**src/rtl/cip_pkg.sv**
```systemverilog
package cip_pkg;
  localparam int unsigned CIP_ACC_W   = 32;
  localparam int unsigned CIP_SYNC_N  = 2;
  localparam int unsigned CIP_NUM_PIN = 2;

  typedef enum logic {
    MODE_INDEP = 1'b0,
    MODE_CHAIN = 1'b1
  } cip_mode_e;

  typedef enum logic {
    SEL_FIRST  = 1'b0,
    SEL_SECOND = 1'b1
  } cip_sel_e;

  localparam int unsigned PIN_FIRST  = 0;
  localparam int unsigned PIN_SECOND = 1;
endpackage

```
**src/rtl/cip_pin_sync.sv**
```systemverilog
module cip_pin_sync #(
  parameter int unsigned STAGES = 2,
  parameter int unsigned WIDTH  = 2
) (
  input  logic             clk_i,
  input  logic             rst_ni,
  input  logic [WIDTH-1:0] async_i,
  output logic [WIDTH-1:0] sync_o
);
  logic [WIDTH-1:0] stage_q [STAGES];

  for (genvar s = 0; s < STAGES; s++) begin : g_stage
    always_ff @(posedge clk_i or negedge rst_ni) begin
      if (!rst_ni) begin
        stage_q[s] <= '0;
      end else begin
        if (s == 0) stage_q[s] <= async_i;
        else        stage_q[s] <= stage_q[(s == 0) ? 0 : s-1];
      end
    end
  end

  assign sync_o = stage_q[STAGES-1];
endmodule

```
**src/rtl/cip_accum.sv**
```systemverilog
module cip_accum #(
  parameter int unsigned W = 32
) (
  input  logic         clk_i,
  input  logic         rst_ni,
  input  logic         clr_i,
  input  logic         en_i,
  input  logic         add_i,
  input  logic [W-1:0] addend_i,
  output logic [W-1:0] acc_o
);
  logic [W-1:0] acc_q;

  always_ff @(posedge clk_i or negedge rst_ni) begin
    if (!rst_ni)            acc_q <= '0;
    else if (clr_i)         acc_q <= '0;
    else if (en_i && add_i) acc_q <= acc_q + addend_i;
  end

  assign acc_o = acc_q;

  AST_HOLD_WHEN_IDLE: assert property (@(posedge clk_i) disable iff (!rst_ni)
    (!clr_i && !en_i) |=> $stable(acc_q));
  AST_CLEAR_ON_WRITE: assert property (@(posedge clk_i) disable iff (!rst_ni)
    clr_i |=> (acc_q == '0));
endmodule

```
**src/rtl/cip_snapshot.sv**
```systemverilog
module cip_snapshot #(
  parameter int unsigned W = 32
) (
  input  logic         clk_i,
  input  logic         rst_ni,
  input  logic         req_i,
  input  logic [W-1:0] a_i,
  input  logic [W-1:0] b_i,
  output logic         valid_o,
  input  logic         ready_i,
  output logic [W-1:0] a_o,
  output logic [W-1:0] b_o
);
  logic         valid_q;
  logic [W-1:0] a_q, b_q;
  logic         take;

  assign take = req_i && (!valid_q || ready_i);

  always_ff @(posedge clk_i or negedge rst_ni) begin
    if (!rst_ni) begin
      valid_q <= 1'b0;
      a_q     <= '0;
      b_q     <= '0;
    end else if (take) begin
      valid_q <= 1'b1;
      a_q     <= a_i;
      b_q     <= b_i;
    end else if (ready_i) begin
      valid_q <= 1'b0;
    end
  end

  assign valid_o = valid_q;
  assign a_o     = a_q;
  assign b_o     = b_q;

  AST_HELD_STABLE: assert property (@(posedge clk_i) disable iff (!rst_ni)
    (valid_q && !ready_i) |=> (valid_q && $stable(a_q) && $stable(b_q)));
  AST_NO_SPURIOUS: assert property (@(posedge clk_i) disable iff (!rst_ni)
    (!req_i && !valid_q) |=> !valid_q);
endmodule

```
**src/rtl/cascade_integ_pair.sv**
```systemverilog
module cascade_integ_pair
  import cip_pkg::*;
#(
  parameter int unsigned ACC_W  = CIP_ACC_W,
  parameter int unsigned SYNC_N = CIP_SYNC_N
) (
  input  logic             clk_i,
  input  logic             rst_ni,
  input  logic             clk_en_i,
  input  logic             pin_a_i,
  input  logic             pin_b_i,
  input  logic             mode_wr_i,
  input  logic             mode_chain_i,
  input  logic             frq_wr_i,
  input  logic             frq_sel_i,
  input  logic [ACC_W-1:0] frq_data_i,
  input  logic             snap_req_i,
  output logic             snap_valid_o,
  input  logic             snap_ready_i,
  output logic [ACC_W-1:0] snap_a_o,
  output logic [ACC_W-1:0] snap_b_o
);
  localparam int unsigned NPIN = CIP_NUM_PIN;

  logic [NPIN-1:0]  pins_raw, pins_s;
  cip_mode_e        mode_q;
  logic [ACC_W-1:0] frq_a_q, frq_b_q;
  logic [ACC_W-1:0] acc_a, acc_b;
  logic             chained;
  logic             b_add;
  logic [ACC_W-1:0] b_addend;

  assign pins_raw[PIN_FIRST]  = pin_a_i;
  assign pins_raw[PIN_SECOND] = pin_b_i;

  cip_pin_sync #(.STAGES(SYNC_N), .WIDTH(NPIN)) u_sync (
    .clk_i   (clk_i),
    .rst_ni  (rst_ni),
    .async_i (pins_raw),
    .sync_o  (pins_s)
  );

  always_ff @(posedge clk_i or negedge rst_ni) begin
    if (!rst_ni) begin
      mode_q  <= MODE_INDEP;
      frq_a_q <= '0;
      frq_b_q <= '0;
    end else begin
      if (mode_wr_i) mode_q <= cip_mode_e'(mode_chain_i);
      if (frq_wr_i) begin
        if (cip_sel_e'(frq_sel_i) == SEL_SECOND) frq_b_q <= frq_data_i;
        else                                     frq_a_q <= frq_data_i;
      end
    end
  end

  assign chained  = (mode_q == MODE_CHAIN);
  assign b_add    = chained ? 1'b1  : pins_s[PIN_SECOND];
  assign b_addend = chained ? acc_a : frq_b_q;

  cip_accum #(.W(ACC_W)) u_acc_a (
    .clk_i    (clk_i),
    .rst_ni   (rst_ni),
    .clr_i    (mode_wr_i),
    .en_i     (clk_en_i),
    .add_i    (pins_s[PIN_FIRST]),
    .addend_i (frq_a_q),
    .acc_o    (acc_a)
  );

  cip_accum #(.W(ACC_W)) u_acc_b (
    .clk_i    (clk_i),
    .rst_ni   (rst_ni),
    .clr_i    (mode_wr_i),
    .en_i     (clk_en_i),
    .add_i    (b_add),
    .addend_i (b_addend),
    .acc_o    (acc_b)
  );

  cip_snapshot #(.W(ACC_W)) u_snap (
    .clk_i   (clk_i),
    .rst_ni  (rst_ni),
    .req_i   (snap_req_i),
    .a_i     (acc_a),
    .b_i     (acc_b),
    .valid_o (snap_valid_o),
    .ready_i (snap_ready_i),
    .a_o     (snap_a_o),
    .b_o     (snap_b_o)
  );

  AST_FIRST_ADDS: assert property (@(posedge clk_i) disable iff (!rst_ni)
    (clk_en_i && !mode_wr_i && pins_s[PIN_FIRST] && !frq_wr_i)
    |=> (acc_a == $past(acc_a) + frq_a_q));
  AST_CHAIN_SUM: assert property (@(posedge clk_i) disable iff (!rst_ni)
    (chained && clk_en_i && !mode_wr_i)
    |=> (acc_b == $past(acc_b) + $past(acc_a)));
  AST_INDEP_IDLE_B: assert property (@(posedge clk_i) disable iff (!rst_ni)
    (!chained && !pins_s[PIN_SECOND] && !mode_wr_i) |=> $stable(acc_b));
endmodule

```
**config.mk**
```make
export PLATFORM = sky130hd
export DESIGN_NAME = cascade_integ_pair
export DESIGN_NICKNAME = d
export VERILOG_FILES = /design/src/rtl/cip_pkg.sv /design/src/rtl/cip_pin_sync.sv /design/src/rtl/cip_accum.sv /design/src/rtl/cip_snapshot.sv /design/src/rtl/cascade_integ_pair.sv
export SDC_FILE = /design/constraint.sdc
export NUM_CORES = 1
export LEC_CHECK = 0
export ABC_CLOCK_PERIOD_IN_PS = 5900
export BUFFER_PORTS_ARGS = -buffer_cell sky130_fd_sc_hd__buf_2
export CAP_MARGIN = 20
export CORE_AREA = 2 2 161 281
export CTS_BUF_LIST = sky130_fd_sc_hd__clkbuf_16
export CTS_CLUSTER_DIAMETER = 100
export DETAILED_ROUTE_END_ITERATION = 8
export DIE_AREA = 0 0 163 283
export MAX_ROUTING_LAYER = met4
export SLEW_MARGIN = 20
export SYNTH_ARGS = -nofsm -noshare
export SYNTH_HDL_FRONTEND = slang
export SYNTH_SLANG_ARGS = --single-unit
```
**constraint.sdc**
```tcl
create_clock -name clk_i -period 5.9 [get_ports clk_i]
set_input_delay 0 -clock clk_i [delete_from_list [all_inputs] [get_ports clk_i]]
set_output_delay 0 -clock clk_i [all_outputs]
set_load 0.02 [all_outputs]
```
* Word-level counts from Yosys, hierarchy flattened
Cells that the tools add are included.
Storage, ports and cells: register bits 198, word-level logic and storage cells 31, input bits 43
Cells by class: add/subtract/negate cells 2, reduce and logical (&&, ||, !) cells 10, mux-type cells 8, bitwise logic cells 1
Operators by type and width (count):
- 32-bit 2-to-1 mux | 5
- 32-bit adder | 2
- 2-bit nonzero test | 3
- 2-bit AND reduction | 2
- 1-bit logical AND | 3
- 1-bit 2-to-1 mux | 3
- 1-bit logical NOT | 1
- 1-bit logical OR | 1
- 1-bit inverter | 1

* Longest topological paths before layout
depth in word-level cells 4, gate-level depth with buffers 16

* By module
From an unflattened synthesis, not the netlist that was laid out.
Second synthesis, totals: cells, all modules 1025, area total of the unflattened synthesis 11554.8 µm²
By module, submodules not included:
- cip_accum at u_acc_a | instances 1, cells each 359, area an instance 3016.6 µm²
- cip_accum at u_acc_b | instances 1, cells each 346, area an instance 2902.8 µm²
- cascade_integ_pair | instances 1, cells each 176, area an instance 2849.0 µm²
- cip_snapshot | instances 1, cells each 138, area an instance 2671.3 µm²
- cip_pin_sync | instances 1, cells each 6, area an instance 115.1 µm²

* Worst setup path after synthesis
Ideal clock, no wire load.
kind reg-to-reg, from register mode_q, in the netlist chained, to register u_acc_b.acc_q[31], in the netlist u_acc_b.acc_o[31], setup time 0.125 ns, data arrival time 3.368 ns, path slack 2.408 ns, cell stages (with the launch flop) 15, path buffers 2, path through dfrtp_1 -> clkbuf_1 -> buf_1 -> mux2_2 -> ha_1 -> a21oi_1 -> o21bai_1 -> a2111oi_0 -> o21ai_1 -> nand2_1 -> o31ai_2 -> a41oi_1 -> mux2i_1 -> a21oi_1 -> mux2_2
Between the ends: word-level cells in the longest chain between the ends 4, elaborated cells on any way between the ends 7, those cells by class add/sub: 1; mux: 4; reduce/logical: 2
Ends and longest elaborated chain:
- start, declared | RTL line cascade_integ_pair.sv:26 | cip_mode_e mode_q;
- start signal, assigned | RTL line cascade_integ_pair.sv:49 | if (mode_wr_i) mode_q <= cip_mode_e'(mode_chain_i);
- 32-bit 2-to-1 mux | RTL line cascade_integ_pair.sv:59 | assign b_addend = chained ? acc_a : frq_b_q;
- 32-bit adder | RTL line cip_accum.sv:17 | else if (en_i && add_i) acc_q <= acc_q + addend_i;
- 32-bit 2-to-1 mux | RTL line cip_accum.sv:17
- 32-bit 2-to-1 mux | RTL line cip_accum.sv:16 | else if (clr_i) acc_q <= '0;
- end signal, assigned | RTL line cip_accum.sv:17
- end, declared | RTL line cip_accum.sv:12 | logic [W-1:0] acc_q;
Several ways; a longest one is shown, not always the timed one. The select of a mux whose other input is x is not followed. A chain may end at the register's enable or synchronous reset.

* Worst setup path after layout
Same ends and word-level chain as after synthesis.

==> metrics.md <==
| Metric | Value |
|---|---|
| Via count | `8,030` |
| Max_cap viols | `0` |
| Final Hold Vio Count | `0` |
| Share of cells above drive strength 1 | `28.9%` |
| Global Route Usage Sum | `14.0%` |
| Leakage | `6.16 nW` |
| Syn Nets | `1,100` |
| Register area share after synthesis | `45.9%` |
| YS warnings | `0` |
| Nets | `1,235` |
| Antenna Nets Post-Route | `0` |
| Die footprint | `46,100 um^2` |
| CTS root buffer | `clkbuf_16` |
| Worst setup path startpoint | `chained$_DFFE_PN0P_` |
| Drt total wl | `30,900 um` |
| Crit start category | `flip-flop` |
| Worst Reg-to-Reg Cells | `13` |
| Tmin final | `4.01 ns` |
| Library cells used by synthesis | `59` |
| Max-slew violations | `0` |
| DR vias/cell | `4.69` |
| Diode count | `0` |
| Crit path to | `u_acc_b.acc_o[31]$_DFFE_PN0P_` |
| Global placement routability congestion | `0.867` |
| Final critical-path share of the clock period | `68.0%` |
| Clock Skew | `0.0121 ns` |
| Total clock buffers created by CTS | `17` |
| Reg2Reg Setup Slack | `1.89 ns` |
| Worst vdd ir | `0.163 mV` |
| Iter 0 DRT Violations | `375` |
| Clk buf depth | `2` |
| Row Count | `102` |
| Number of synthesized flops with an enable pin | `0` |
| GRT overflow | `0` |
| Number of global-route vias before repair | `8,177` |
| Placed cell areas | `12,000 um^2` |
| DP Wirelength | `22,900 um` |
| Post-route cell area | `13,000 um^2` |
| DRC errors left | `0` |
| Ys flop type | `dfrtp_1` |
| Setup_tns | `0 ns` |
| Status | `finished clean` |
| Avg Cell Area, Syn | `10.9 um^2` |
| First-pass GRT wire length | `47,400 um` |
| Mapped Cells | `993` |
| CTS tree | `built` |
| Min Hold Slack | `0.0821 ns` |
| Die Y | `283 um` |
| Wire per inst | `18.0 um` |
| Non-Filler Instances | `1,712` |
| Drt first pass iters | `4` |
| Crit path kind | `flip-flop to flip-flop` |
| Placed instance count | `1,643` |
| Number of antenna violations at the first check in global routing | `0` |
| Number of I/O port buffers | `107` |
| Slew @ Worst Pin | `1.11 ns` |
| Req. time, crit path | `6.24 ns` |
| Reg2reg end | `u_acc_b.acc_o[31]$_DFFE_PN0P_` |
| Power density over cell area | `308 nW/um^2` |
| RSZ-0062 raised after global routing | `false` |
| Worst hold path type | `input port to flip-flop` |
| Worst-skew pair later-pin latency | `0.46 ns` |
| I/O pin cnt | `108` |
| Area Growth Syn to Fin | `19.9%` |
| Cell Area, Synth | `10,800 um^2` |
| Async SR Flop Fraction | `100%` |
| Crit path capture type | `flip-flop` |
| Pin count of the biggest net entering global routing | `93` |
| Worst-path clk slew | `0.08 ns` |
| Data arrival, critical path | `4.35 ns` |
| Clock sink count | `198` |
| Register bit count reported by yosys | `198` |
| CP max FO | `21` |
| Max Clk Rate | `249 MHz` |
| # resized after CTS | `0` |
| Core Area | `44,000 um^2` |
| Worst R2R Start | `chained$_DFFE_PN0P_` |
| Max-slew headroom | `25.8%` |
| Die X | `163 um` |
| CTS H-Tree Depth | `4` |
| # setup viols final | `0` |
| Starting density of the core | `24.5%` |
synthesized netlist by cell type (11+ instances only):
library cell	n	area share, %
inv_1	17	0.59
nor2_1	39	1.4
ha_1	62	7.2
nand3_1	18	0.83
o21ai_0	34	1.6
clkbuf_1	25	0.87
xor2_1	18	1.5
nor2b_1	11	0.64
dfrtp_1	198	46
mux2_2	157	16
buf_1	11	0.38
xnor2_1	32	2.6
a21o_1	37	2.6
a211oi_1	11	0.76
o21a_1	11	0.76
nand2_1	114	4.0
a21oi_1	91	4.2
where the power goes:
group          leakage [nW]  switching (mW)  internal [mW]  total (mW)
combinational          3.32           0.640          0.502        1.14
clock                 0.278           0.574          0.593        1.17
sequential             2.56           0.151           1.53        1.68
total                  6.16            1.36           2.63        3.99
kinds of logic (layout without fill, tap and decap cells):
group | after synthesis | after routing | share of synthesized area [%]
AO/OA/AOI/OAI | 238 | 238 | 14.5
AND/OR/NAND/NOR | 227 | 227 | 9.42
flip-flops | 198 | 198 | 45.9
multiplexers | 160 | 160 | 16.6
adder cells (fa/ha/maj) | 64 | 64 | 7.55
buffers and inverters | 56 | 203 | 1.97
XOR/XNOR | 50 | 50 | 4.05
critical path: stages (launching register included):
cell	delay, ns
dfrtp_1	0.79
buf_4	0.42
mux2_2	0.38
ha_1	0.37
a21o_1	0.21
a21oi_1	0.14
nor2b_1	0.08
a311o_1	0.31
a21o_1	0.18
a21oi_1	0.24
o21bai_1	0.10
a21o_1	0.18
a21oi_1	0.15
mux2_2	0.34
area by class of cell:
cell class                 instances  area (um^2)
tap                              572          716
clock inverter                    14          149
fill                            4561        31100
multi-input combinational        739         5650
inverter                          18         67.6
clock buffer                      17          425
sequential                       198         4950
timing repair buffer             154          992
how the worst min path moves through the flow:
stage | cells past startpoint | slack (ns) | endpoint | startpoint
floorplan | 0 | -0.30 | chained$_DFFE_PN0P_ | rst_ni
global placement | 1 | 0.11 | u_sync.stage_q[2]$_DFF_PN0_ | pin_a_i
detailed placement | 1 | 0.11 | u_sync.stage_q[2]$_DFF_PN0_ | pin_a_i
CTS | 4 | 0.06 | frq_a_q[1]$_DFFE_PN0P_ | frq_sel_i
global route | 3 | 0.11 | frq_a_q[1]$_DFFE_PN0P_ | frq_sel_i
finish | 4 | 0.08 | frq_a_q[1]$_DFFE_PN0P_ | frq_sel_i
per-layer routing:
metal  routed length, um  global-route usage, %  up-vias
li1                    -                      -     3854
met3                 826                   2.12       53
met2               16700                   25.2      162
met5                   0                      -        -
met4                1100                   6.11        0
met1               12200                   15.1     3961
metrics by stage:
stage	util (%)	setup WS [ns]	power [mW]
after floorplan	-	2.41	2.47
after global placement	27.3	1.92	2.83
after detailed placement	27.3	1.89	2.85
after CTS	29.4	1.87	4.05
after global routing	29.4	1.65	4.23
final	29.4	1.89	3.99
repair_timing:
item / CTS / global route
hold endpoints to repair: 158 / 0
setup buffers: 0 / 0
hold buffers: 38 / 0
cell usage in the layout (no fill, tap or decap), types with 11 or more instances in the layout:
cell           count
a211oi_1          11
xnor2_1           32
o21a_1            11
nor2_1            39
inv_1             18
xor2_1            18
o21ai_0           33
dfrtp_1          198
dlygate4sd3_1     38
nand2_1          113
a21o_1            37
buf_2            106
mux2_2           157
clkbuf_16         17
nand3_1           18
a21oi_1           91
ha_1              62
flip-flops by register name, summed over array words and instances, names as in the netlist:
name,cells
frq_a_q,32
frq_b_q,32
u_acc_a.acc_o,32
u_acc_b.acc_o,32
u_snap.a_o,32
u_snap.b_o,32
u_sync.stage_q,2
u_sync.sync_o,2
chained,1
u_snap.valid_o,1
Power figures use the tool's default switching activity.
